File: src/rtl/usbirq_pkg.sv
package usbirq_pkg;

    localparam int REG_W  = 8;
    localparam int ADDR_W = 2;
    localparam int CTL_W  = 4;

    localparam int B_SUSP  = 7;
    localparam int B_DOVR  = 6;
    localparam int B_CTR   = 5;
    localparam int B_ERR   = 4;
    localparam int B_IOVR  = 3;
    localparam int B_ESUSP = 2;
    localparam int B_RST   = 1;
    localparam int B_SOF   = 0;

    typedef enum logic [ADDR_W-1:0] {
        SEL_STAT = 2'd0,
        SEL_MASK = 2'd1,
        SEL_CTL  = 2'd2,
        SEL_NONE = 2'd3
    } reg_sel_e;

    typedef struct packed {
        logic resume;
        logic pdwn;
        logic fsusp;
        logic fres;
    } ctl_t;

    localparam ctl_t CTL_RST = '{resume: 1'b0, pdwn: 1'b1, fsusp: 1'b1, fres: 1'b0};

    typedef struct packed {
        logic susp;
        logic dovr;
        logic ctr;
        logic err;
        logic wake;
        logic busrst;
        logic sof;
        logic rsm_end;
    } ev_t;

    function automatic logic [REG_W-1:0] ctl_byte(input ctl_t c);
        return {{(REG_W-CTL_W){1'b0}}, c};
    endfunction

endpackage

File: src/rtl/usbirq_status.sv
module usbirq_status
    import usbirq_pkg::*;
(
    input  logic             clk,
    input  logic             rst,
    input  ev_t              ev,
    input  logic             in_suspend,
    input  logic             fres_release,
    input  logic             wr_clr,
    input  logic [REG_W-1:0] wdata,
    output logic [REG_W-1:0] istr
);
    logic [REG_W-1:0] set_v;
    logic [REG_W-1:0] kept;
    logic             sof_any;

    always_comb begin
        sof_any        = ev.sof | ev.rsm_end;
        set_v          = '0;
        set_v[B_SUSP]  = ev.susp;
        set_v[B_DOVR]  = ev.dovr;
        set_v[B_CTR]   = ev.ctr;
        set_v[B_ERR]   = ev.err;
        set_v[B_IOVR]  = (ev.err & istr[B_ERR]) | (sof_any & istr[B_SOF]);
        set_v[B_ESUSP] = ev.wake & in_suspend;
        set_v[B_RST]   = ev.busrst | fres_release;
        set_v[B_SOF]   = sof_any;
        kept           = wr_clr ? (istr & wdata) : istr;
    end

    always_ff @(posedge clk) begin
        if (rst) istr <= '0;
        else     istr <= kept | set_v;
    end
endmodule

File: src/rtl/usbirq_ctrl.sv
module usbirq_ctrl
    import usbirq_pkg::*;
(
    input  logic             clk,
    input  logic             rst,
    input  logic             wr_mask,
    input  logic             wr_ctl,
    input  logic [REG_W-1:0] wdata,
    input  logic             bus_activity,
    output logic [REG_W-1:0] imr,
    output ctl_t             ctl,
    output logic             fres_release
);
    ctl_t ctl_nx;

    assign fres_release = wr_ctl & ctl.fres & ~wdata[0];

    always_comb begin
        ctl_nx = ctl;
        if (wr_ctl) ctl_nx = ctl_t'(wdata[CTL_W-1:0]);
        if (bus_activity) ctl_nx.fsusp = 1'b0;
    end

    always_ff @(posedge clk) begin
        if (rst) begin
            imr <= '0;
            ctl <= CTL_RST;
        end else begin
            if (wr_mask) imr <= wdata;
            ctl <= ctl_nx;
        end
    end
endmodule

File: src/rtl/usbirq_rdmux.sv
module usbirq_rdmux
    import usbirq_pkg::*;
(
    input  logic              clk,
    input  logic              rst,
    input  logic [ADDR_W-1:0] addr,
    input  logic [REG_W-1:0]  istr,
    input  logic [REG_W-1:0]  imr,
    input  ctl_t              ctl,
    output logic [REG_W-1:0]  rdata
);
    logic [REG_W-1:0] sel;

    always_comb begin
        unique case (reg_sel_e'(addr))
            SEL_STAT: sel = istr;
            SEL_MASK: sel = imr;
            SEL_CTL:  sel = ctl_byte(ctl);
            default:  sel = '0;
        endcase
    end

    always_ff @(posedge clk) begin
        if (rst) rdata <= '0;
        else     rdata <= sel;
    end
endmodule

File: src/rtl/usb_irq_regs.sv
module usb_irq_regs
    import usbirq_pkg::*;
(
    input  logic       clk,
    input  logic       rst,
    input  logic [1:0] bus_addr,
    input  logic       bus_wr,
    input  logic [7:0] bus_wdata,
    output logic [7:0] bus_rdata,
    input  logic       ev_susp,
    input  logic       ev_dovr,
    input  logic       ev_ctr,
    input  logic       ev_err,
    input  logic       bus_wake,
    input  logic       ev_busrst,
    input  logic       ev_sof,
    input  logic       ev_rsm_end,
    input  logic       irq_dis,
    output logic       irq_req,
    output logic       wake_req,
    output logic       resume_drv,
    output logic       regulator_off,
    output logic       suspend_mode,
    output logic       intf_reset,
    output logic       ep_clear
);
    ev_t              ev;
    ctl_t             ctl_q;
    logic [REG_W-1:0] istr_q;
    logic [REG_W-1:0] imr_q;
    logic             fres_rel;
    logic             wr_stat, wr_mask, wr_ctl;

    assign ev = '{susp: ev_susp, dovr: ev_dovr, ctr: ev_ctr, err: ev_err,
                  wake: bus_wake, busrst: ev_busrst, sof: ev_sof,
                  rsm_end: ev_rsm_end};

    assign wr_stat = bus_wr & (reg_sel_e'(bus_addr) == SEL_STAT);
    assign wr_mask = bus_wr & (reg_sel_e'(bus_addr) == SEL_MASK);
    assign wr_ctl  = bus_wr & (reg_sel_e'(bus_addr) == SEL_CTL);

    usbirq_status u_stat (
        .clk(clk), .rst(rst), .ev(ev), .in_suspend(ctl_q.fsusp),
        .fres_release(fres_rel), .wr_clr(wr_stat), .wdata(bus_wdata),
        .istr(istr_q)
    );

    usbirq_ctrl u_ctl (
        .clk(clk), .rst(rst), .wr_mask(wr_mask), .wr_ctl(wr_ctl),
        .wdata(bus_wdata), .bus_activity(bus_wake), .imr(imr_q),
        .ctl(ctl_q), .fres_release(fres_rel)
    );

    usbirq_rdmux u_rd (
        .clk(clk), .rst(rst), .addr(bus_addr), .istr(istr_q),
        .imr(imr_q), .ctl(ctl_q), .rdata(bus_rdata)
    );

    assign irq_req       = (|(istr_q & imr_q)) & ~irq_dis;
    assign wake_req      = istr_q[B_ESUSP];
    assign resume_drv    = ctl_q.resume;
    assign regulator_off = ctl_q.pdwn;
    assign suspend_mode  = ctl_q.fsusp;
    assign intf_reset    = ctl_q.fres;
    assign ep_clear      = ev_busrst | ctl_q.fres;
endmodule

File: config.mk
export PLATFORM = sky130hd
export DESIGN_NAME = usb_irq_regs
export DESIGN_NICKNAME = d
export VERILOG_FILES = /design/src/rtl/usbirq_pkg.sv /design/src/rtl/usbirq_status.sv /design/src/rtl/usbirq_ctrl.sv /design/src/rtl/usbirq_rdmux.sv /design/src/rtl/usb_irq_regs.sv
export SDC_FILE = /design/constraint.sdc
export NUM_CORES = 1
export LEC_CHECK = 0
export ABC_AREA = 1
export BUFFER_PORTS_ARGS = -buffer_cell sky130_fd_sc_hd__buf_2
export CORE_MARGIN = 2
export CORE_UTILIZATION = 41
export CTS_BUF_LIST = sky130_fd_sc_hd__clkbuf_16
export DETAILED_ROUTE_END_ITERATION = 12
export GPL_TIMING_DRIVEN = 0
export PLACE_DENSITY_LB_ADDON = 0.15
export SYNTH_ARGS = -nofsm -noshare
export SYNTH_HDL_FRONTEND = slang
export SYNTH_SLANG_ARGS = --single-unit
File: constraint.sdc
create_clock -name clk -period 1.05 [get_ports clk]
set_input_delay 0.21 -clock clk [delete_from_list [all_inputs] [get_ports clk]]
set_output_delay 0.21 -clock clk [all_outputs]
set_load 0.02 [all_outputs]
==> results.rst, run 1 <==
.. list-table::
   :header-rows: 1

   * - Metric
     - Value
   * - Die footprint
     - 3385 µm²
   * - Sequential share of the synthesized area
     - 0.4657
   * - Detailed-route wire length per cell
     - 12.22 µm
   * - P per Cell Area
     - 1453 nW/µm²
   * - Clk sink count
     - 28
   * - Overall routed net length
     - 2.994 mm
   * - Number of input and output port buffers inserted
     - 35
   * - CTS tree
     - done
   * - Wire length of the first global-routing pass
     - 4.926 mm
   * - Top cells by area in the synthesized netlist
     - sky130_fd_sc_hd__dfxtp_1, sky130_fd_sc_hd__nand2_1, sky130_fd_sc_hd__a21oi_1, sky130_fd_sc_hd__nand3_1, sky130_fd_sc_hd__inv_1
   * - Achievable frequency
     - 792.1 MHz
   * - Worst ir drop on vdd
     - 0.9982 mV
   * - Syn Std Cell Area
     - 1204 µm²
   * - Number of antenna violations at the first check in global routing
     - 0
   * - Post-route setup TNS
     - -315.4 ps
   * - Ports
     - 37
   * - Power after layout
     - 0.002369 W
   * - Via count
     - 1218
   * - Nature of the critical path startpoint
     - flop
   * - Final count of pins violating max slew
     - 0
   * - Row cnt
     - 19
   * - Synthesis warning total
     - 0
   * - Number of storage elements in the synthesis netlist
     - 28
   * - Number of enable flip-flop cells after synthesis
     - 0
   * - Synthesized instance count
     - 169
   * - Fraction of synthesized cell area taken by the top area cell type
     - 0.4657
   * - ANT cells
     - 0
   * - Clock buffer depth
     - 2
   * - Asr flop ratio synth
     - 0
   * - Die extent in y
     - 58.18 µm
   * - Signal arrival time at the worst endpoint
     - 1050 ps
   * - Worst setup timing slack at the placement stage
     - -182.4 ps
   * - Proportion of power drawn by the clock network
     - 0.367
   * - Switching fraction of total power
     - 0.2493
   * - Most used flip-flop cell after synthesis
     - sky130_fd_sc_hd__dfxtp_1
   * - RSZ-0062 raised after global routing
     - yes
   * - Post-route worst setup slack
     - -212.5 ps
   * - Count of cell types in the netlist
     - 17
   * - Cell taking the most area after synthesis
     - sky130_fd_sc_hd__dfxtp_1
   * - Mapped Nets
     - 191
   * - Min cycle time layout
     - 1263 ps
   * - Finish-stage setup viols
     - 3
   * - CTS H-tree depth
     - 1
   * - Max_slew headroom
     - 0.6672
   * - Critical Path Sink Type
     - output pin
   * - Non-filler cells, final
     - 245
   * - Syn_area_per_cell
     - 7.122 µm²
   * - Area of the placeable core
     - 2781 µm²
   * - Number of buffers added by the clock tree synthesis step
     - 3
   * - Hold WC Path Type
     - in2reg
   * - Final GP Congestion
     - 0.8125
   * - Area delta synth->final
     - 35.45%
   * - Share of final-layout standard cells stronger than drive strength 1
     - 0.3785
   * - Initial DRC count
     - 41
   * - Transition time at the pin with the least slew margin
     - 499.2 ps
   * - Clock latency on the worst-skew pair
     - 260 ps
   * - DR vias/cell
     - 4.971
   * - Number of max-capacitance violations reported
     - 0
   * - Tightest hold margin
     - 157.1 ps
   * - Starting density of the core
     - 0.4327
   * - Cell-internal power
     - 0.001778 W
   * - Final Net Count
     - 237
   * - Detailed Place HPWL
     - 2.048 mm
   * - List of most frequent post-synthesis cells
     - sky130_fd_sc_hd__nand2_1, sky130_fd_sc_hd__dfxtp_1, sky130_fd_sc_hd__a21oi_1
   * - Total global routing track utilization
     - 0.1862
   * - Violations in the final reports
     - negative setup slack
   * - Cell count after placement
     - 235
   * - Share of the clock period used by the worst path after layout
     - 1.202
   * - Pin count of the biggest net entering global routing
     - 16
   * - Outcome
     - finished with violations
   * - Setup slack of the worst register-to-register path
     - 90 ps
   * - Critical path fanouts, max
     - 3
   * - Worst clock skew
     - 3.063 ps
   * - Kind of critical path
     - reg2out
   * - Total count of hold-check failures in the final report
     - 0
   * - Clk Tree Root Cell
     - sky130_fd_sc_hd__clkbuf_16
   * - Overflow after GRT
     - 0
   * - DRT antenna net count
     - 0
   * - Required arrival time at the worst endpoint
     - 840 ps
   * - Die width
     - 58.18 µm
   * - Via count of the first global-routing pass
     - 1042
   * - Switching power summed over all nets
     - 0.0005905 W
   * - Comb pwr share
     - 0.145
   * - Detailed-router iteration count before antenna repair
     - 4
   * - Fillers
     - 281
   * - Flop pwr share
     - 0.488
   * - Residual DRC count
     - 0
   * - Leakage power figure
     - 0.7687 nW
   * - Clk slew on worst S/H paths
     - 70 ps
   * - Most instantiated library cell after synthesis
     - sky130_fd_sc_hd__nand2_1
-- cell families after synthesis --
kind of cell	share of synthesized area
flip-flops	0.4657
AO/OA/AOI/OAI	0.1102
AND/OR/NAND/NOR	0.3493
buffers and inverters	0.07484
-- final cells by class --
cell class	instances	area [µm²]	area share
clock inverter	1	3.754	0.002302
clock buffer	3	75.07	0.04605
multi-input combinational	122	589.3	0.3615
inverter	13	50.05	0.03070
tap	31	38.79	0.02379
timing repair buffer	41	247.7	0.1520
sequential	28	585.6	0.3592
buffer	6	40.04	0.02456
-- metal layers --
metal  vias up  track usage  part of all wire
li1        634            -                 -
met1       550       0.2819              0.47
met2        32       0.2792              0.47
met3         2      0.02232             0.049
met4         0      0.04983            0.0057
met5         -            0                 0
-- path summary, 6_finish.rpt --
check	startpoint	to	cells after the start
min reg2reg	u_ctl.imr[3]	u_ctl.imr[3]	2
max	u_stat.istr[4]	irq_req	5
max reg2reg	u_stat.istr[1]	u_stat.istr[1]	7
min	ev_dovr	u_stat.istr[6]	3
-- cells in the final DEF, fill, tap and decap left out --
master	n
sky130_fd_sc_hd__nand2_2	7
sky130_fd_sc_hd__clkinv_2	1
sky130_fd_sc_hd__clkbuf_16	3
sky130_fd_sc_hd__nand2_1	51
sky130_fd_sc_hd__nor2_4	3
sky130_fd_sc_hd__nor2_2	2
sky130_fd_sc_hd__dfxtp_1	10
sky130_fd_sc_hd__buf_6	6
sky130_fd_sc_hd__or2_4	1
sky130_fd_sc_hd__o21ai_0	1
sky130_fd_sc_hd__dfxtp_2	17
sky130_fd_sc_hd__clkbuf_1	2
sky130_fd_sc_hd__buf_4	7
sky130_fd_sc_hd__nor2_1	8
sky130_fd_sc_hd__dfxtp_4	1
sky130_fd_sc_hd__o21bai_1	1
sky130_fd_sc_hd__nand3_1	19
sky130_fd_sc_hd__nand3b_1	5
sky130_fd_sc_hd__inv_1	12
sky130_fd_sc_hd__a21oi_2	1
sky130_fd_sc_hd__a21oi_1	23
sky130_fd_sc_hd__clkinv_1	1
sky130_fd_sc_hd__buf_2	32
-- metrics by stage --
step | utilization | instance area (µm²)
floorplan | - | 1209
global placement | 0.5115 | 1423
detailed placement | 0.5115 | 1423
CTS | 0.5700 | 1585
global route | 0.5861 | 1630
finish | 0.5861 | 1630
-- worst max-delay path, cell delays in order (launching register included) --
cell	delay, ps
sky130_fd_sc_hd__dfxtp_4	350
sky130_fd_sc_hd__nand2_2	60
sky130_fd_sc_hd__nand2_2	50
sky130_fd_sc_hd__nor2_2	120
sky130_fd_sc_hd__a21oi_2	60
sky130_fd_sc_hd__buf_4	150
-- power by group through the flow --
stage	Combinational [W]	Sequential, W	Clock, W
6_report	0.000343	0.00116	0.000869
5_1_grt	0.000379	0.00116	0.000929
4_1_cts	0.000330	0.00115	0.000873
3_5_place_dp	0.000294	0.00118	0
3_3_place_gp	0.000291	0.00117	0
2_1_floorplan	0.000155	0.00120	0
-- flip-flops by register name, indices dropped and copies added, names as in the netlist --
name,count
u_stat.istr,8
u_rd.rdata,8
u_ctl.ctl,4
u_ctl.imr,8
-- repair_timing --
| action | in CTS | in global routing |
|---|---|---|
| hold buffers | 0 | 0 |
| pin swaps | 5 | 5 |
| endpoints found under the setup margin | 2 | 7 |
| buffers inserted | 5 | 1 |
| gates resized for setup | 24 | 14 |
Note: power is estimated with default switching activity, not from simulation.
==> inputs of run 2 (changes only) <==
--- a/config.mk
+++ b/config.mk
@@ -10,5 +10,4 @@
 export CORE_MARGIN = 2
 export CORE_UTILIZATION = 41
-export CTS_BUF_LIST = sky130_fd_sc_hd__clkbuf_16
 export DETAILED_ROUTE_END_ITERATION = 12
 export GPL_TIMING_DRIVEN = 0
==> constraint.sdc (replaced) <==
create_clock -name clk -period 1.05 [get_ports clk]
set_input_delay 0.105 -clock clk [delete_from_list [all_inputs] [get_ports clk]]
set_output_delay 0.105 -clock clk [all_outputs]
set_load 0.02 [all_outputs]
==> run 2 against run 1 <==
Worst setup slack better by 27 ps. Design area increased by 2.8%. First-iteration DRC count is 73% higher. Register-to-register slack lost 60 ps. Sequential share of layout area shrank 1.1 points. Worst hold slack worse by 160 ps. The run still ends with negative setup slack left. Largest power group unchanged. Clock power down 49%. Flip-flop and latch count unchanged. Sequential power is essentially flat. Highest routed layer unchanged. Non-clock buffer count rose by 12. Cell count up 4.5%.
==> results.rst, run 2 (synthesized netlist as in run 1, its figures left out) <==
.. list-table::
   :header-rows: 1

   * - Metric
     - Value
   * - Final count of pins violating max slew
     - 0 (unchanged)
   * - Clock latency on the worst-skew pair
     - 330 ps (was 260 ps)
   * - Hold path startpoint
     - ev_err (was ev_dovr)
   * - Max_slew headroom
     - 0.6615 (was 0.6672)
   * - Post-route worst setup slack
     - -185.3 ps (was -212.5 ps)
   * - P per Cell Area
     - 1188 nW/µm² (was 1453 nW/µm²)
   * - Total count of hold-check failures in the final report
     - 0 (unchanged)
   * - Clock buffer depth
     - 2 (unchanged)
   * - Number of buffers added by the clock tree synthesis step
     - 3 (unchanged)
   * - Clk Tree Root Cell
     - sky130_fd_sc_hd__clkbuf_4 (was sky130_fd_sc_hd__clkbuf_16)
   * - Number of cells on the worst hold path
     - 3 (unchanged)
   * - Final standard cell area without fillers
     - 1677 µm² (was 1630 µm²)
   * - Most frequent cells in the layout
     - sky130_fd_sc_hd__nand2_1, sky130_fd_sc_hd__buf_2, sky130_fd_sc_hd__a21oi_1 (unchanged)
   * - Signal arrival time at the worst endpoint
     - 1130 ps (was 1050 ps)
   * - Number of input and output port buffers inserted
     - 35 (unchanged)
   * - Final Net Count
     - 249 (was 237)
   * - Die extent in y
     - 58.18 µm (unchanged)
   * - Clk sink count
     - 28 (unchanged)
   * - Setup slack of the worst register-to-register path
     - 30 ps (was 90 ps)
   * - Area of the placeable core
     - 2781 µm² (unchanged)
   * - Via count of the first global-routing pass
     - 1112 (was 1042)
   * - Detailed-route wire length per cell
     - 12.44 µm (was 12.22 µm)
   * - Overall routed net length
     - 3.185 mm (was 2.994 mm)
   * - Critical Path Sink Type
     - output pin (unchanged)
   * - ANT cells
     - 0 (unchanged)
   * - Achievable frequency
     - 809.5 MHz (was 792.1 MHz)
   * - Overflow after GRT
     - 0 (unchanged)
   * - Transition time at the pin with the least slew margin
     - 507.8 ps (was 499.2 ps)
   * - Starting density of the core
     - 0.4327 (unchanged)
   * - Reg-to-Reg End
     - u_stat.istr[1] (unchanged)
   * - Residual DRC count
     - 0 (unchanged)
   * - Die width
     - 58.18 µm (unchanged)
   * - DR vias/cell
     - 5.012 (was 4.971)
   * - Flop pwr share
     - 0.581 (was 0.488)
   * - Number of max-capacitance violations reported
     - 0 (unchanged)
   * - Violations in the final reports
     - negative setup slack (unchanged)
   * - Switching fraction of total power
     - 0.2780 (was 0.2493)
   * - Final GP Congestion
     - 0.8167 (was 0.8125)
   * - Initial DRC count
     - 71 (was 41)
   * - Critical path fanouts, max
     - 2 (was 3)
   * - Share of final-layout standard cells stronger than drive strength 1
     - 0.4044 (was 0.3785)
   * - Tightest hold margin
     - 0.7166 ps (was 157.1 ps)
   * - RSZ-0062 raised after global routing
     - yes (unchanged)
   * - Most common cell after layout, fill and taps aside
     - sky130_fd_sc_hd__nand2_1 (unchanged)
   * - Worst setup timing slack at the placement stage
     - -98.86 ps (was -182.4 ps)
   * - Finish-stage setup viols
     - 3 (unchanged)
   * - Switching power summed over all nets
     - 0.0005537 W (was 0.0005905 W)
   * - CTS H-tree depth
     - 1 (unchanged)
   * - Outcome
     - finished with violations (unchanged)
   * - Nature of the critical path startpoint
     - flop (unchanged)
   * - Required arrival time at the worst endpoint
     - 940 ps (was 840 ps)
   * - Worst clock skew
     - 7.840 ps (was 3.063 ps)
   * - Number of antenna violations at the first check in global routing
     - 0 (unchanged)
   * - Detailed-router iteration count before antenna repair
     - 4 (unchanged)
   * - Via count
     - 1283 (was 1218)
   * - Min cycle time layout
     - 1235 ps (was 1263 ps)
   * - Cell count after placement
     - 235 (unchanged)
   * - Hold path endpoint
     - u_stat.istr[4] (was u_stat.istr[6])
   * - DRT antenna net count
     - 0 (unchanged)
   * - Row cnt
     - 19 (unchanged)
   * - Pin count of the biggest net entering global routing
     - 15 (was 16)
   * - Share of the clock period used by the worst path after layout
     - 1.176 (was 1.202)
   * - Worst ir drop on vdd
     - 0.7599 mV (was 0.9982 mV)
   * - Cell count of the worst reg-to-reg path
     - 8 (was 7)
   * - Detailed Place HPWL
     - 2.117 mm (was 2.048 mm)
   * - Clk slew on worst S/H paths
     - 150 ps (was 70 ps)
   * - Total global routing track utilization
     - 0.1980 (was 0.1862)
   * - Ports
     - 37 (unchanged)
   * - Hold WC Path Type
     - in2reg (unchanged)
   * - Area delta synth->final
     - 39.29% (was 35.45%)
   * - Wire length of the first global-routing pass
     - 5.057 mm (was 4.926 mm)
   * - Cell area reported after detailed placement
     - 1421 µm² (was 1423 µm²)
   * - Comb pwr share
     - 0.196 (was 0.145)
   * - Die footprint
     - 3385 µm² (unchanged)
   * - CTS tree
     - done (unchanged)
   * - Kind of critical path
     - reg2out (unchanged)
   * - Non-filler cells, final
     - 256 (was 245)
   * - Proportion of power drawn by the clock network
     - 0.224 (was 0.367)
   * - Cell-internal power
     - 0.001438 W (was 0.001778 W)
   * - Leakage power figure
     - 0.8004 nW (was 0.7687 nW)
   * - Critical R2R Launch
     - u_stat.istr[1] (unchanged)
   * - Largest regs
     - u_ctl.imr: 8 flops, u_rd.rdata: 8 flops, u_stat.istr: 8 flops (unchanged)
-- run 2: cell types whose count changed in the layout (fill, tap and decap cells not counted), sizes merged --
cell         change
dlygate4sd3      +5
buf              +7
clkinv           -1
-- run 2: power groups by stage --
stage / sequential, W / clock [W] / combinational (W)
floorplan: 0.00120 / 0 / 0.000155
global placement: 0.00117 / 0 / 0.000291
detailed placement: 0.00118 / 0 / 0.000294
CTS: 0.00115 / 0.000456 / 0.000362
global route: 0.00116 / 0.000501 / 0.000425
finish: 0.00116 / 0.000445 / 0.000389
-- run 2: layout make-up --
cell class | count | area (µm²)
Sequential cell | 28 | 583.1
Tap cell | 31 | 38.79
Inverter | 13 | 50.05
Multi-Input combinational cell | 122 | 586.8
Buffer | 6 | 40.04
Timing Repair Buffer | 53 | 355.3
Fill cell | 287 | 1105
Clock buffer | 3 | 22.52
-- run 2: per-layer routing --
metal | up-vias | global-route usage | routed length [µm]
met5 | - | 0 | 0
met4 | 0 | 0.06977 | 28
met3 | 4 | 0.02679 | 242
met2 | 60 | 0.3231 | 1511
met1 | 565 | 0.2683 | 1402
li1 | 654 | - | -
-- run 2: critical path, cell delays in order, from the launching register on --
cell and delay, ps:
sky130_fd_sc_hd__dfxtp_2 350, sky130_fd_sc_hd__nand2_2 80, sky130_fd_sc_hd__nand2_2 50, sky130_fd_sc_hd__nor2_2 120
sky130_fd_sc_hd__a21oi_2 60, sky130_fd_sc_hd__buf_4 150
-- run 2: how the worst max path moves through the flow --
stage                              start        endpoint  slack [ps]  depth (start not counted)
final                       u_ctl.imr[2]         irq_req        -190                          5
after global routing      u_stat.istr[1]         irq_req        -250                          5
after CTS                   u_ctl.imr[5]         irq_req        -190                          5
after detailed placement     bus_addr[1]  u_stat.istr[0]        -100                          6
after global placement       bus_addr[1]  u_stat.istr[0]         -80                          6
after floorplan           u_stat.istr[2]         irq_req          80                          4
-- run 2: what timing repair did --
action	CTS	global route
gates resized for setup	30	10
buffers inserted	8	5
hold buffers	4	1
endpoints found under the hold margin	3	1
pin swaps	4	8
endpoints found under the setup margin	2	5
-- run 2: stage by stage --
stage          setup TNS [ps]  total power (W)    util
2_1_floorplan               0         0.001351       -
3_3_place_gp           -391.6         0.001464  0.5110
3_5_place_dp           -368.2         0.001470  0.5110
4_1_cts                -268.2         0.001970  0.5762
5_1_grt                -542.9         0.002090  0.6028
6_report               -362.0         0.001991  0.6028
